**src/rtl/ra_pkg.sv**
```systemverilog
package ra_pkg;
    typedef enum logic [1:0] {
        OP_ALU   = 2'b00,
        OP_LOAD  = 2'b01,
        OP_STORE = 2'b10,
        OP_NOP   = 2'b11
    } ra_op_e;
endpackage

```
**src/rtl/ra_mode_fsm.sv**
```systemverilog
module ra_mode_fsm #(
    parameter int PCW = 32
) (
    input  logic           clk,
    input  logic           rst_n,
    input  logic           enter,
    input  logic           leave,
    input  logic [PCW-1:0] trig_pc,
    output logic           active,
    output logic           save_pulse,
    output logic           restore_pulse,
    output logic [PCW-1:0] resume_pc
);
    typedef struct packed {
        logic           active;
        logic           save;
        logic           restore;
        logic [PCW-1:0] pc;
    } mode_t;

    mode_t st_d, st_q;

    always_comb begin
        st_d         = st_q;
        st_d.save    = 1'b0;
        st_d.restore = 1'b0;
        if (st_q.active && leave) begin
            st_d.active  = 1'b0;
            st_d.restore = 1'b1;
        end else if (!st_q.active && enter) begin
            st_d.active = 1'b1;
            st_d.save   = 1'b1;
            st_d.pc     = trig_pc;
        end
    end

    always_ff @(posedge clk) begin
        if (!rst_n) st_q <= '0;
        else        st_q <= st_d;
    end

    assign active        = st_q.active;
    assign save_pulse    = st_q.save;
    assign restore_pulse = st_q.restore;
    assign resume_pc     = st_q.pc;

    a_r2_save_on_entry: assert property (@(posedge clk) disable iff (!rst_n)
        save_pulse |-> active && !$past(active));
    a_r9_restore_on_exit: assert property (@(posedge clk) disable iff (!rst_n)
        restore_pulse |-> !active && $past(active));
    a_r11_no_resave: assert property (@(posedge clk) disable iff (!rst_n)
        (active && $past(active)) |-> !save_pulse && $stable(resume_pc));
    a_r2_pulses_exclusive: assert property (@(posedge clk) disable iff (!rst_n)
        !(save_pulse && restore_pulse));
endmodule

```
**src/rtl/ra_poison_track.sv**
```systemverilog
module ra_poison_track #(
    parameter int NREG = 16,
    localparam int RIDX = $clog2(NREG)
) (
    input  logic            clk,
    input  logic            rst_n,
    input  logic            clear_all,
    input  logic            seed_en,
    input  logic [RIDX-1:0] seed_idx,
    input  logic            upd_en,
    input  logic [RIDX-1:0] upd_idx,
    input  logic            upd_val,
    output logic [NREG-1:0] inv
);
    logic [NREG-1:0] inv_d, inv_q;

    for (genvar g = 0; g < NREG; g++) begin : g_bit
        localparam logic [RIDX-1:0] IDX = RIDX'(g);
        always_comb begin
            if (clear_all)                      inv_d[g] = 1'b0;
            else if (seed_en)                   inv_d[g] = (seed_idx == IDX);
            else if (upd_en && upd_idx == IDX)  inv_d[g] = upd_val;
            else                                inv_d[g] = inv_q[g];
        end
    end

    always_ff @(posedge clk) begin
        if (!rst_n) inv_q <= '0;
        else        inv_q <= inv_d;
    end

    assign inv = inv_q;

    a_r3_seed_single: assert property (@(posedge clk) disable iff (!rst_n)
        (seed_en && !clear_all) |=> $countones(inv) == 1);
    a_r9_clear_all: assert property (@(posedge clk) disable iff (!rst_n)
        clear_all |=> inv == '0);
endmodule

```
**src/rtl/ra_prefetch_slot.sv**
```systemverilog
module ra_prefetch_slot #(
    parameter int AW = 32
) (
    input  logic          clk,
    input  logic          rst_n,
    input  logic          issue,
    input  logic [AW-1:0] issue_addr,
    input  logic          pf_ready,
    output logic          pf_valid,
    output logic [AW-1:0] pf_addr,
    output logic          free
);
    typedef struct packed {
        logic          vld;
        logic [AW-1:0] addr;
    } slot_t;

    slot_t sl_d, sl_q;

    always_comb begin
        sl_d = sl_q;
        if (sl_q.vld && pf_ready) sl_d.vld = 1'b0;
        if (issue) begin
            sl_d.vld  = 1'b1;
            sl_d.addr = issue_addr;
        end
    end

    always_ff @(posedge clk) begin
        if (!rst_n) sl_q <= '0;
        else        sl_q <= sl_d;
    end

    assign pf_valid = sl_q.vld;
    assign pf_addr  = sl_q.addr;
    assign free     = !sl_q.vld || pf_ready;

    a_r6_hold_request: assert property (@(posedge clk) disable iff (!rst_n)
        (pf_valid && !pf_ready) |=> pf_valid && $stable(pf_addr));
    a_r6_no_overwrite: assert property (@(posedge clk) disable iff (!rst_n)
        issue |-> free);
endmodule

```
**src/rtl/runahead_ctrl.sv**
```systemverilog
module runahead_ctrl
    import ra_pkg::*;
#(
    parameter int NREG = 16,
    parameter int AW   = 32,
    parameter int PCW  = 32,
    localparam int RIDX = $clog2(NREG)
) (
    input  logic            clk,
    input  logic            rst_n,
    input  logic            ret_valid,
    output logic            ret_ready,
    input  logic [1:0]      ret_op,
    input  logic [RIDX-1:0] ret_dst,
    input  logic [RIDX-1:0] ret_src_a,
    input  logic [RIDX-1:0] ret_src_b,
    input  logic            ret_llc_miss,
    input  logic [AW-1:0]   ret_addr,
    input  logic [PCW-1:0]  ret_pc,
    input  logic            miss_return,
    output logic            ckpt_save,
    output logic            ckpt_restore,
    output logic            arch_we,
    output logic [RIDX-1:0] arch_waddr,
    output logic            store_commit,
    output logic            spec_we,
    output logic [RIDX-1:0] spec_waddr,
    output logic            pf_valid,
    input  logic            pf_ready,
    output logic [AW-1:0]   pf_addr,
    output logic            ra_active,
    output logic            resume_valid,
    output logic [PCW-1:0]  resume_pc
);
    typedef struct packed {
        logic            arch_we;
        logic [RIDX-1:0] arch_waddr;
        logic            store_commit;
        logic            spec_we;
        logic [RIDX-1:0] spec_waddr;
    } wb_t;

    wb_t             wb_d, wb_q;
    logic [NREG-1:0] inv;
    logic            pf_free, accept, leave, enter, spec_slot;
    logic            a_bad, b_bad, upd_en, upd_val, pf_issue;
    ra_op_e          op;

    assign op        = ra_op_e'(ret_op);
    assign ret_ready = pf_free;
    assign accept    = ret_valid && pf_free;
    assign leave     = ra_active && miss_return;
    assign enter     = !ra_active && accept && op == OP_LOAD && ret_llc_miss;
    assign spec_slot = ra_active && !leave && accept;
    assign a_bad     = inv[ret_src_a];
    assign b_bad     = inv[ret_src_b];

    always_comb begin
        wb_d     = '0;
        upd_en   = 1'b0;
        upd_val  = 1'b0;
        pf_issue = 1'b0;
        if (!ra_active && accept) begin
            unique case (op)
                OP_ALU: begin
                    wb_d.arch_we    = 1'b1;
                    wb_d.arch_waddr = ret_dst;
                end
                OP_LOAD: begin
                    wb_d.arch_we    = !ret_llc_miss;
                    wb_d.arch_waddr = ret_dst;
                end
                OP_STORE: wb_d.store_commit = 1'b1;
                default: ;
            endcase
        end
        if (spec_slot) begin
            unique case (op)
                OP_ALU: begin
                    upd_en  = 1'b1;
                    upd_val = a_bad || b_bad;
                end
                OP_LOAD: begin
                    upd_en   = 1'b1;
                    upd_val  = a_bad || ret_llc_miss;
                    pf_issue = !a_bad;
                end
                default: ;
            endcase
            wb_d.spec_we    = upd_en && !upd_val;
            wb_d.spec_waddr = ret_dst;
        end
    end

    always_ff @(posedge clk) begin
        if (!rst_n) wb_q <= '0;
        else        wb_q <= wb_d;
    end

    ra_mode_fsm #(.PCW(PCW)) u_mode (
        .clk           (clk),
        .rst_n         (rst_n),
        .enter         (enter),
        .leave         (leave),
        .trig_pc       (ret_pc),
        .active        (ra_active),
        .save_pulse    (ckpt_save),
        .restore_pulse (ckpt_restore),
        .resume_pc     (resume_pc)
    );

    ra_poison_track #(.NREG(NREG)) u_poison (
        .clk       (clk),
        .rst_n     (rst_n),
        .clear_all (leave),
        .seed_en   (enter),
        .seed_idx  (ret_dst),
        .upd_en    (upd_en),
        .upd_idx   (ret_dst),
        .upd_val   (upd_val),
        .inv       (inv)
    );

    ra_prefetch_slot #(.AW(AW)) u_pf (
        .clk        (clk),
        .rst_n      (rst_n),
        .issue      (pf_issue),
        .issue_addr (ret_addr),
        .pf_ready   (pf_ready),
        .pf_valid   (pf_valid),
        .pf_addr    (pf_addr),
        .free       (pf_free)
    );

    assign arch_we      = wb_q.arch_we;
    assign arch_waddr   = wb_q.arch_waddr;
    assign store_commit = wb_q.store_commit;
    assign spec_we      = wb_q.spec_we;
    assign spec_waddr   = wb_q.spec_waddr;
    assign resume_valid = ckpt_restore;

    a_r8_no_commit_in_ra: assert property (@(posedge clk) disable iff (!rst_n)
        ra_active |-> !arch_we && !store_commit);
    a_r4_spec_only_in_ra: assert property (@(posedge clk) disable iff (!rst_n)
        spec_we |-> ra_active);
    a_r10_stale_return: assert property (@(posedge clk) disable iff (!rst_n)
        (!ra_active && miss_return) |=> !ckpt_restore);
    a_r6_stall_retire: assert property (@(posedge clk) disable iff (!rst_n)
        (pf_valid && !pf_ready) |-> !ret_ready);
endmodule

```
**config.mk**
```make
export PLATFORM = sky130hd
export DESIGN_NAME = runahead_ctrl
export DESIGN_NICKNAME = d
export VERILOG_FILES = /design/src/rtl/ra_pkg.sv /design/src/rtl/ra_mode_fsm.sv /design/src/rtl/ra_poison_track.sv /design/src/rtl/ra_prefetch_slot.sv /design/src/rtl/runahead_ctrl.sv
export SDC_FILE = /design/constraint.sdc
export NUM_CORES = 1
export LEC_CHECK = 0
export ABC_CLOCK_PERIOD_IN_PS = 2500
export BUFFER_PORTS_ARGS = -buffer_cell sky130_fd_sc_hd__buf_2
export CORE_UTILIZATION = 48
export DETAILED_ROUTE_END_ITERATION = 8
export PLACE_DENSITY = 0.79
export SLEW_MARGIN = 0
export SYNTH_ARGS = -nofsm -noshare
export SYNTH_HDL_FRONTEND = slang
export SYNTH_SLANG_ARGS = --single-unit
```
**constraint.sdc**
```tcl
create_clock -name clk -period 2.5 [get_ports clk]
set_input_delay 0.125 -clock clk [delete_from_list [all_inputs] [get_ports clk]]
set_output_delay 0.125 -clock clk [all_outputs]
set_load 0.03 [all_outputs]
```
== After elaboration in Yosys (flattened, before gate mapping) ==
Index checks and enable logic that the tools add are counted.
Widths: inputs -> output; s select.

* $lt $le $gt $ge: 2
* Equality and inequality tests: 17
* Multiplexer cells: 50
* Bitwise operators: 2
* Reduce and logical (&&, ||, !) cells: 61

{| class="wikitable"
|+ Operator list
! cell !! count
|-
| $mux 1 || 45
|-
| $reduce_bool 2->1 || 17
|-
| $mux 33 || 1
|-
| $eq 4x4->1 const B || 8
|-
| $logic_and 1x1->1 || 27
|-
| $eq 4x3->1 const B || 4
|-
| $lt 4x5->1 const B || 2
|-
| $pmux 5 s2 || 1
|-
| $bmux 1 s4 || 2
|-
| $eq 4x2->1 const B || 2
|-
| $logic_not 1->1 || 6
|-
| $reduce_and 2->1 || 3
|-
| $reduce_or 2->1 || 3
|-
| $eq 4x1->1 const B || 1
|-
| $logic_not 4->1 || 1
|-
| $logic_or 1x1->1 || 3
|-
| $eq 2x1->1 const B || 1
|-
| $eq 2x2->1 const B || 1
|-
| $logic_not 2->1 || 1
|-
| $not 1->1 || 2
|-
| $pmux 1 s2 || 1
|}

* Bits in registers: 95
* Input port bits: 84
* Output and inout bits: 81
* Logic and storage cells: 159

== Logic depth before layout (Yosys ltp) ==
* Depth after elaboration: 9
* Mapped depth: 8
* Mapped depth without buffers: 6

== By module ==
Synthesis repeated with hierarchy kept, for this count alone.

* Cell total of the unflattened synthesis: 435
* Area total of the unflattened synthesis: 4,345.4 sq um

{| class="wikitable"
|+ Modules (own cells, without submodules)
! module !! instances !! cells each !! area an instance (sq um)
|-
| ra_mode_fsm || 1 || 147 || 1,398.8
|-
| ra_prefetch_slot || 1 || 107 || 1,281.2
|-
| ra_poison_track || 1 || 126 || 1,016.0
|-
| runahead_ctrl || 1 || 55 || 649.4
|}

== Worst setup path after synthesis ==
Ideal clock, no wire load.

* Kind: register to register
* Start point: reg u_mode.st_q (netlist bit u_mode.active)
* End point: reg u_poison.inv_q[14], in the netlist u_poison.inv[14]
* Setup time: 0.081 ns
* Arrival time: 2.031 ns
* Data required time: 2.419 ns
* Slack: 0.388 ns
* Stages on the path, launching flop included: 9
* Period minus slack after synthesis: 2.112 ns
* Cell sequence: dfxtp_1 -> buf_2 -> nand2b_1 -> buf_2 -> a2111o_1 -> buf_2 -> o32ai_1 -> nand2_1 -> a41oi_1

* Cells in the longest elaborated chain, start to end: 7

{| class="wikitable"
|+ Ends and longest elaborated chain
! element !! line !! source
|-
| start: declaration || ra_mode_fsm.sv:21 || <nowiki>mode_t st_d, st_q;</nowiki>
|-
| start signal: assignment || ra_mode_fsm.sv:39 || <nowiki>else st_q <= st_d;</nowiki>
|-
| $logic_and 1x1->1 || runahead_ctrl.sv:52 || <nowiki>assign leave = ra_active && miss_return;</nowiki>
|-
| $logic_not 1->1 || runahead_ctrl.sv:54 || <nowiki>assign spec_slot = ra_active && !leave && accept;</nowiki>
|-
| $logic_and 1x1->1 (2 in series) || runahead_ctrl.sv:54 ||
|-
| $mux 1 || runahead_ctrl.sv:77 || <nowiki>if (spec_slot) begin</nowiki>
|-
| $mux 1 or $logic_and 1x1->1 (tied branches) || ra_poison_track.sv:22 || <nowiki>else if (upd_en && upd_idx == IDX) inv_d[g] = upd_val;</nowiki>
|-
| $mux 1 or $reduce_bool 2->1 (tied branches) || -- ||
|-
| end signal: assignment || ra_poison_track.sv:29 || <nowiki>else inv_q <= inv_d;</nowiki>
|-
| end: declaration || ra_poison_track.sv:15 || <nowiki>logic [NREG-1:0] inv_d, inv_q;</nowiki>
|}

Parallel ways exist; a longest one is shown, timed or not. The select of a mux whose other input is x is not followed.
A chain may end at the register's enable or synchronous reset.

== Worst setup path in the final report ==
* Start point: reg u_poison.inv_q[1], in the netlist u_poison.inv[1]
* End point: reg u_pf.sl_q (netlist bit u_pf.pf_addr[2])

* Cells in the longest elaborated chain, start to end: 5

{| class="wikitable"
|+ Ends and longest elaborated chain
! element !! line !! source
|-
| $bmux 1 s4 || runahead_ctrl.sv:55 || <nowiki>assign a_bad = inv[ret_src_a];</nowiki>
|-
| $mux 1 (not written as such) || runahead_ctrl.sv:55 ||
|-
| $logic_not 1->1 || runahead_ctrl.sv:86 || <nowiki>pf_issue = !a_bad;</nowiki>
|-
| $mux 1 || runahead_ctrl.sv:78 || <nowiki>unique case (op)</nowiki>
|-
| $mux 1 || runahead_ctrl.sv:77 ||
|-
| end signal: assignment || ra_prefetch_slot.sv:31 || <nowiki>else sl_q <= sl_d;</nowiki>
|-
| end: declaration || ra_prefetch_slot.sv:18 || <nowiki>slot_t sl_d, sl_q;</nowiki>
|}

No other way between the ends. The select of a mux whose other input is x is not followed.

==> run summary <==
Yosys top cell by area: dfxtp_1
Syn Nets: 550
Fin Hold WS: 11.4 ps
Final Slew Violations: 0
DP HPWL: 7400 um
leakage: 2.39 nW
WL per Instance: 14.6 um
dominant cells by area after synthesis: dfxtp_1 46%, nand2_1 13%, mux2i_1 8.9%, a21boi_0 6.0%, mux4_1 3.2%
Post-DP Area: 5000 um^2
RSZ-0062 raised after global routing: no
ys async rst share: 0
Post-Syn Instances: 466
# clock sinks: 95
worst flop-to-flop path startpoint: u_poison.inv[1]
first-pass GRT wire length: 17400 um
pin count of the biggest net entering global routing: 52
Clock Latency Late Sink: 360 ps
vias in the first global route: 3721
Least-Margin Pin Slew: 964 ps
worst min path class: in -> reg
Yosys top cell area share: 0.459
drc violations: 0
Final setup viols: 0
initial antenna violation count: 0
num rows: 33
CTS tree: done
# nets final: 734
Post-DRT Antenna Nets: 0
Final period util: 0.805
unique cell type count in the Yosys netlist: 38
Critical Path Fanout Max: 33
setup TNS: 0 ps
n_diodes: 0
die width: 94.9 um
core footprint: 8300 um^2
final hold violations: 0
count of flip-flops with a built-in enable after synthesis: 0
worst setup margin: 488 ps
Avg Cell Area, Syn: 8.89 um^2
routability congestion estimate: 0.877
post-CTS sizing: 0
Top-Level Pins: 165
H-Tree Level Count: 3
critical path startpoint: u_poison.inv[1]
share of layout cells above drive strength 1: 0.300
CTS Buf Count: 9
Pre-Repair DR Iteration Count: 4
Power, Total: 2.89 mW
Yosys reg bits: 95
Worst EP arrival: 2300 ps
Die Height: 94.9 um
vias per cell: 5.25
Ys Warns: 0
CTS clk-pin slew, worst paths: 90 ps
IO Port Bufs: 164
Critical Path Source Type: flop
max-cap violations: 0
post-placement cell count: 707
f_max: 0.497 GHz
result of the run: completed
Total Routing Usage GR: 0.249
starting density of the core: 0.499
fin area: 5580 um^2
DIE AREA: 9010 um^2
path type of the worst setup path: reg -> reg
pre-CTS setup slack: 490 ps
synth-to-layout area growth: 34.6%
Max-slew headroom: 0.353
Hold Path Origin: ret_addr[26]
Data required, critical path: 2780 ps
Via Count: 3988
fin util: 0.672
Final Instance Count excl. Fillers: 759
final WL: 11100 um
register area share after synthesis: 0.459
number of filler instances in the final layout: 662
clk buf depth: 2
root buf cell: clkbuf_8
total global routing overflow: 0
synthesized area: 4140 um^2
1st-iter DRT viols: 184
Min Clock Period, post-route: 2010 ps
Worst setup EP type: flop
ys flop type: dfxtp_1
PwrDens: 519 nW/um^2
Max VDD drop: 278 uV
Setup Skew: 11.3 ps
[registers in the layout, indices dropped and copies added (netlist names)]
name                  cells
spec_waddr                4
store_commit              1
spec_we                   1
u_mode.save_pulse         1
arch_we                   1
u_poison.inv             16
u_pf.pf_addr             32
u_mode.restore_pulse      1
arch_waddr                4
u_mode.active             1
u_mode.resume_pc         32
u_pf.pf_valid             1
[area by class of cell]
type	count	area [um^2]	area share
Timing Repair Buffer	209	1280	0.229
Tap cell	105	131	0.0235
Inverter	15	56.3	0.0101
Clock buffer	10	138	0.0247
Clock inverter	5	66.3	0.0119
Sequential cell	95	1900	0.341
Multi-Input combinational cell	320	2010	0.360
[kinds of logic after synthesis]
| kind of cell | share of synthesized area |
|---|---|
| AO/OA/AOI/OAI | 0.133 |
| flip-flops | 0.459 |
| buffers and inverters | 0.0583 |
| AND/OR/NAND/NOR | 0.210 |
| multiplexers | 0.140 |
[placed cells by master, fill, tap and decap left out, types with 2 or more instances in the layout]
cell type,n
dfxtp_1,95
mux2i_1,37
buf_12,2
nor4_1,6
clkbuf_8,10
and2_1,9
dlygate4sd3_1,37
a21oi_1,7
o32ai_1,13
nand3_1,2
nand2b_1,5
a21boi_0,33
buf_4,6
inv_1,15
or2_2,2
buf_2,164
nor2b_1,2
nor3_1,6
mux4_2,3
nand2_1,148
mux4_1,5
a41oi_1,10
a211oi_1,3
nand3b_1,2
nor2_1,16
[layer usage]
metal,track usage,vias to the layer above,wire length [um]
met3,0.0612,28,745
met5,0,-,0
li1,-,1945,-
met2,0.409,165,5570
met4,0.120,0,285
met1,0.304,1850,4510
[Yosys cell counts (2+ instances only)]
cell,instances
nand2_1,148
dfxtp_1,95
mux2i_1,37
a21boi_0,33
clkbuf_1,21
nor2_1,16
inv_1,15
o32ai_1,13
a41oi_1,10
and2_1,9
a21oi_1,7
buf_1,6
nor3_1,6
nor4_1,6
mux4_1,5
nand2b_1,5
a211oi_1,3
buf_2,3
buf_8,3
mux4_2,3
nand3_1,2
nand3b_1,2
nor2b_1,2
or2_2,2
[repair_timing]
| action | in CTS | in global routing |
|---|---|---|
| buffers inserted | 0 | 0 |
| endpoints found under the hold margin | 37 | 0 |
| hold buffers | 37 | 0 |
[worst paths after layout]
path | end | slack [ps] | cells after the start
worst max-delay path | u_pf.pf_addr[2] | 490 | 6
worst min-delay path | u_pf.pf_addr[26] | 10 | 3
worst max register to register | u_pf.pf_addr[2] | 490 | 6
worst min register to register | u_pf.pf_addr[7] | 450 | 2
[power breakdown]
group          switching [mW]  total, mW  internal (mW)
sequential            0.00926       1.54           1.53
combinational           0.169      0.310          0.141
clock                   0.549       1.05          0.497
[worst max-delay path, cell delays in order, from the launching register on]
cell and delay (ps):
dfxtp_1 350, mux4_1 500, mux2i_1 140, mux2i_1 170, nor3_4 250, buf_12 260
mux2i_1 240
No activity file was read; power rests on OpenSTA's default activity.
